===== src/rtl/linkEnPkg.sv =====
package linkEnPkg;
  // Channel settings, bit0 = enable .. bit4 = turn-around after long packet
  typedef struct packed {
    logic btaLong;
    logic btaShort;
    logic srcVp;
    logic video;
    logic en;
  } chCfgT;

  typedef enum logic [1:0] {
    LNK_OFF   = 2'd0,
    LNK_ON    = 2'd1,
    LNK_DRAIN = 2'd2
  } lnkStateT;

  // Strobes from control to datapath
  typedef struct packed {
    logic linkUp;
    logic draining;
  } ctrlStrobeT;
endpackage


===== src/rtl/linkEnDatapath.sv =====
module linkEnDatapath
  import linkEnPkg::*;
#(
  parameter int NUM_VC      = 4,
  parameter int TIMEOUT_CYC = 16,
  localparam int VC_W  = (NUM_VC > 1) ? $clog2(NUM_VC) : 1,
  localparam int SEL_W = $clog2(NUM_VC + 1),
  localparam int CNT_W = $clog2(TIMEOUT_CYC + 1)
) (
  input  logic              clk,
  input  logic              rst,
  input  logic              wrEn,
  input  logic [SEL_W-1:0]  wrSel,
  input  logic [4:0]        wrData,
  input  logic              txFifoEmpty,
  input  logic              txPktDone,
  input  logic              txPktLong,
  input  logic [VC_W-1:0]   txPktVc,
  input  logic              rxRespDone,
  input  ctrlStrobeT        strobe,
  output logic [NUM_VC-1:0] chEnable,
  output logic              btaReq,
  output logic              btaPending,
  output logic              drainDone,
  output logic              respTimeout,
  output logic              videoMissing,
  output logic              videoReady
);
  chCfgT             cfgQ [NUM_VC];
  logic [NUM_VC-1:0] isVideo;
  logic              btaLaunch;
  logic              pendQ;
  logic              reqQ;
  logic [CNT_W-1:0]  waitCnt;
  chCfgT             pktCfg;

  for (genvar i = 0; i < NUM_VC; i++) begin : g_vc
    always_ff @(posedge clk) begin
      if (rst) cfgQ[i] <= '0;
      else if (wrEn && wrSel == SEL_W'(i + 1)) cfgQ[i] <= chCfgT'(wrData);
    end
    assign chEnable[i] = cfgQ[i].en;
    assign isVideo[i]  = cfgQ[i].video & cfgQ[i].srcVp;
  end

  assign videoMissing = |(isVideo & ~chEnable);
  assign videoReady   = |(isVideo & chEnable);

  always_comb begin
    pktCfg = '0;
    if (int'(txPktVc) < NUM_VC) pktCfg = cfgQ[txPktVc];
  end

  assign btaLaunch = strobe.linkUp & txPktDone & ~pendQ & pktCfg.en &
                     (txPktLong ? pktCfg.btaLong : pktCfg.btaShort);

  assign respTimeout = strobe.draining & pendQ & ~rxRespDone &
                       (waitCnt == CNT_W'(TIMEOUT_CYC - 1));

  always_ff @(posedge clk) begin
    if (rst) begin
      pendQ   <= 1'b0;
      reqQ    <= 1'b0;
      waitCnt <= '0;
    end else begin
      reqQ <= btaLaunch;
      if (btaLaunch) pendQ <= 1'b1;
      else if (rxRespDone || respTimeout) pendQ <= 1'b0;
      if (strobe.draining && pendQ && !respTimeout && !rxRespDone)
        waitCnt <= waitCnt + 1'b1;
      else
        waitCnt <= '0;
    end
  end

  assign btaReq     = reqQ;
  assign btaPending = pendQ;
  assign drainDone  = txFifoEmpty & ~pendQ & ~btaLaunch;
endmodule


===== src/rtl/linkEnCtrl.sv =====
module linkEnCtrl
  import linkEnPkg::*;
(
  input  logic       clk,
  input  logic       rst,
  input  logic       ctrlWr,
  input  logic       ctrlBit,
  input  logic       drainDone,
  input  logic       respTimeout,
  input  logic       videoMissing,
  input  logic       videoReady,
  output ctrlStrobeT strobe,
  output logic       ifEnable,
  output logic       busy,
  output logic       videoGo,
  output logic       seqErr,
  output logic       timeoutFlag
);
  lnkStateT stateQ;
  logic     videoBlockQ;
  logic     seqErrQ;
  logic     toutQ;

  always_ff @(posedge clk) begin
    if (rst) begin
      stateQ      <= LNK_OFF;
      videoBlockQ <= 1'b0;
      seqErrQ     <= 1'b0;
      toutQ       <= 1'b0;
    end else begin
      if (respTimeout) toutQ <= 1'b1;
      unique case (stateQ)
        LNK_OFF: if (ctrlWr && ctrlBit) begin
          stateQ      <= LNK_ON;
          videoBlockQ <= videoMissing;
          if (videoMissing) seqErrQ <= 1'b1;
        end
        LNK_ON: if (ctrlWr && !ctrlBit) stateQ <= LNK_DRAIN;
        LNK_DRAIN: if (drainDone) stateQ <= LNK_OFF;
        default: stateQ <= LNK_OFF;
      endcase
    end
  end

  assign ifEnable        = (stateQ != LNK_OFF);
  assign busy            = (stateQ == LNK_DRAIN);
  assign strobe.linkUp   = ifEnable;
  assign strobe.draining = busy;
  assign videoGo         = ifEnable & ~videoBlockQ & videoReady;
  assign seqErr          = seqErrQ;
  assign timeoutFlag     = toutQ;
endmodule


===== src/rtl/linkEnableCtrl.sv =====
module linkEnableCtrl
  import linkEnPkg::*;
#(
  parameter int NUM_VC      = 4,
  parameter int TIMEOUT_CYC = 16,
  localparam int VC_W  = (NUM_VC > 1) ? $clog2(NUM_VC) : 1,
  localparam int SEL_W = $clog2(NUM_VC + 1)
) (
  input  logic              clk,
  input  logic              rst,
  input  logic              wrEn,
  input  logic [SEL_W-1:0]  wrSel,
  input  logic [4:0]        wrData,
  input  logic              txFifoEmpty,
  input  logic              txPktDone,
  input  logic              txPktLong,
  input  logic [VC_W-1:0]   txPktVc,
  input  logic              rxRespDone,
  output logic              ifEnable,
  output logic [NUM_VC-1:0] chEnable,
  output logic              busy,
  output logic              btaReq,
  output logic              btaPending,
  output logic              videoGo,
  output logic              seqErr,
  output logic              timeoutFlag
);
  ctrlStrobeT strobe;
  logic drainDone, respTimeout, videoMissing, videoReady;

  linkEnDatapath #(.NUM_VC(NUM_VC), .TIMEOUT_CYC(TIMEOUT_CYC)) u_dp (
    .clk(clk), .rst(rst), .wrEn(wrEn), .wrSel(wrSel), .wrData(wrData),
    .txFifoEmpty(txFifoEmpty), .txPktDone(txPktDone), .txPktLong(txPktLong),
    .txPktVc(txPktVc), .rxRespDone(rxRespDone), .strobe(strobe),
    .chEnable(chEnable), .btaReq(btaReq), .btaPending(btaPending),
    .drainDone(drainDone), .respTimeout(respTimeout),
    .videoMissing(videoMissing), .videoReady(videoReady)
  );

  linkEnCtrl u_ctrl (
    .clk(clk), .rst(rst), .ctrlWr(wrEn && wrSel == '0), .ctrlBit(wrData[0]),
    .drainDone(drainDone), .respTimeout(respTimeout),
    .videoMissing(videoMissing), .videoReady(videoReady), .strobe(strobe),
    .ifEnable(ifEnable), .busy(busy), .videoGo(videoGo), .seqErr(seqErr),
    .timeoutFlag(timeoutFlag)
  );
endmodule


===== config.mk =====
export PLATFORM = sky130hd
export DESIGN_NAME = linkEnableCtrl
export DESIGN_NICKNAME = d
export VERILOG_FILES = /design/src/rtl/linkEnPkg.sv /design/src/rtl/linkEnDatapath.sv /design/src/rtl/linkEnCtrl.sv /design/src/rtl/linkEnableCtrl.sv
export SDC_FILE = /design/constraint.sdc
export NUM_CORES = 1
export LEC_CHECK = 0
export BUFFER_PORTS_ARGS = -buffer_cell sky130_fd_sc_hd__buf_4
export CORE_ASPECT_RATIO = 1.25
export CORE_MARGIN = 2
export CORE_UTILIZATION = 54
export CTS_CLUSTER_DIAMETER = 80
export DETAILED_ROUTE_END_ITERATION = 6
export GPL_TIMING_DRIVEN = 0
export MAX_ROUTING_LAYER = met4
export PLACE_DENSITY = 0.78
export SLEW_MARGIN = 20
export SYNTH_ARGS = -nofsm -noshare
export SYNTH_HDL_FRONTEND = slang
export SYNTH_SLANG_ARGS = --single-unit

===== constraint.sdc =====
create_clock -name clk -period 1.5 [get_ports clk]
set_input_delay 0.45 -clock clk [delete_from_list [all_inputs] [get_ports clk]]
set_output_delay 0.45 -clock clk [all_outputs]
set_load 0.005 [all_outputs]

==> out/metrics.csv <==
metric;value;unit
design_area;2070;µm²
core_area;2710;µm²
rows;21;
dr.pass1.iters;4;
grt_max_degree;11;
synth_area_per_cell;11.7;µm²
drcViolationCount;0;
min_period_over_period;1.22;
num-nets-final;200;
crit_fanout;2;
die_w;52.0;µm
startpoint_type;flip-flop;
htreeDepth;2;
tightest_slew;0.542;ns
drt-total-wl;3850;µm
fmax;547;MHz
mostFrequentLayoutCell;buf_4;
maxCapViolCount;0;
p_sw_frac;0.228;
grt_pass1_vias;1160;
clk_latency;0.34;ns
crit_arrival;1.38;ns
num_vias;1193;
path_clk_slew;0.10;ns
dp.cells;193;
worstPathRequired;1.05;ns
critPathCaptureType;output port;
grt_usage;0.232;
timing.final.ws_setup;-0.329;ns
p_int;1.43;mW
ant_nets;0;
ys_seq_area_frac;0.541;
fin_cells;216;
fill_cells;183;
initial_utilization;0.574;
rsz0062_at_grt;true;
power.share.clock;0.346;
die_h;64.0;µm
synth_cell_types;35;
multi_input_area;687;µm²
ios;28;
dpl.hpwl;2340;µm
seq_power_share;0.537;
place_area;1790;µm²
fp.dieArea;3320;µm²
postLayoutCoreUtil;0.767;
whs;0.421;ns
cts_buffer_depth;2;
antenna_cells;0;
hp-class;primary input to flip-flop;
ir_worst_vdd;636;µV
fin_tns_setup;-0.810;ns
power.density;893;nW/µm²
final-hold-violation-count;0;
routabilityCongestion;0.794;
post_drt_wl_per_cell;17.8;µm
io_buffers;26;
report.final.slew_viol_count;0;
dp_slack;-0.0856;ns
total_power;1.85;mW
grt_first_pass_wirelength;5290;µm
numCtsBuffers;5;
clock-root-buffer;clkbuf_4;
synthCells;133;
violations;negative setup slack;
yosysWarningCount;0;
setup_viol;8;
worstSetupPathType;flip-flop to output port;
clock-sinks;32;
antenna_found_initial;0;
drive_gt1_frac;0.429;
period_needed;1.83;ns
fin_skew;0.00847;ns
comb_power_share;0.116;
status;finished, violations left;
cts_tree;yes;
syn_to_final_growth;33.6;%
final-seq-area;848;µm²
viasPerCell;5.52;
synth_fp_nets;152;
static-leakage-power;0.820;nW
overflow;0;
drt_iter0_markers;44;
p_sw;0.422;mW
slew-limit-headroom;0.639;
synth_area;1550;µm²
final_cell_mix;buf_4, and2_1, edfxtp_1, buf_6, nor2_1;
ys_ff_latch;32;
## layer usage
layer  vias up  GRT usage  routed length, µm
met5         -          -                  0
met4         0      0.112                 97
met2        35      0.394               2250
met1       577      0.249               1380
li1        571          -                  -
met3        10     0.0514                119
## cell usage after synthesis
master | number | share of area
xnor2_1 | 1 | 0.0056
nor4_2 | 3 | 0.024
nand2b_4 | 1 | 0.0089
a22oi_1 | 1 | 0.0048
nand2b_1 | 2 | 0.0081
nand4_1 | 2 | 0.0081
buf_6 | 1 | 0.0073
mux4_1 | 1 | 0.017
buf_4 | 4 | 0.019
a21oi_2 | 2 | 0.011
o21bai_4 | 1 | 0.012
a211oi_2 | 1 | 0.0081
clkbuf_1 | 1 | 0.0024
a311oi_1 | 3 | 0.017
and3_1 | 2 | 0.0081
nand2_1 | 7 | 0.017
inv_2 | 1 | 0.0024
nand3_1 | 4 | 0.013
a21oi_1 | 1 | 0.0032
a31oi_1 | 3 | 0.012
nor2b_1 | 4 | 0.016
nand3b_1 | 1 | 0.0048
nand3_2 | 1 | 0.0064
a31o_2 | 3 | 0.017
o22ai_1 | 2 | 0.0081
inv_1 | 6 | 0.015
mux2i_1 | 5 | 0.032
edfxtp_1 | 20 | 0.39
nor3_1 | 1 | 0.0032
and2_1 | 20 | 0.081
nor4b_4 | 1 | 0.015
nor2_1 | 12 | 0.029
dfxtp_1 | 12 | 0.15
ha_1 | 2 | 0.016
xor2_1 | 1 | 0.0056
## flip-flops by register name, summed over array words and instances, names as in the netlist
signal / flops
u_dp.waitCnt: 5
u_ctrl.seqErr: 1
u_dp.cfgQ: 20
u_dp.btaReq: 1
u_ctrl.videoBlockQ: 1
u_ctrl.timeoutFlag: 1
u_ctrl.stateQ: 2
u_dp.btaPending: 1
## path summary, 6_finish.rpt
kind / startpoint / end / slack (ns) / depth (start not counted)
setup / recovery: u_dp.cfgQ[3][1] / videoGo / -0.33 / 4
hold / removal: wrData[4] / u_dp.cfgQ[0][4] / 0.42 / 2
setup reg to reg: u_ctrl.stateQ[0] / u_ctrl.stateQ[1] / -0.12 / 6
hold reg to reg: u_dp.waitCnt[0] / u_dp.waitCnt[0] / 0.46 / 1
## worst max-delay path: stages, from the launching register on
cell      delay [ns]
edfxtp_1        0.40
and3_4          0.20
a31oi_4         0.18
a311oi_2        0.12
buf_4           0.15
## kinds of logic after synthesis
family	synth area share
AOI/OAI and AO/OA	0.0935
xor gates and xnor gates	0.0113
adders and majority gates	0.0161
buffers and inverters	0.0459
DFF	0.542
muxes	0.0492
and+or+nand+nor	0.243
## area by class of cell
type,count,share of cell area
Sequential cell,32,0.409
Multi-Input combinational cell,88,0.331
Timing Repair Buffer,44,0.179
Tap cell,34,0.0205
Clock buffer,6,0.0199
Clock inverter,2,0.0169
Inverter,7,0.0127
Buffer,3,0.0109
## power by group through the flow
stage	combinational [mW]	sequential, mW	clock (mW)
after floorplan	0.0890	1.00	0
after global placement	0.162	1.01	0
after detailed placement	0.168	1.01	0
after CTS	0.187	0.993	0.637
after global routing	0.229	0.997	0.690
final	0.216	0.995	0.641
## timing repair
item                                   in CTS  in global routing
setup endpoints to repair                   7                  9
endpoints found under the hold margin       0                  0
gates resized for setup                    19                  8
pin swaps                                   2                  3
buffers inserted                            4                 15
hold buffers                                0                  0
(Power assumes the default switching activity.)
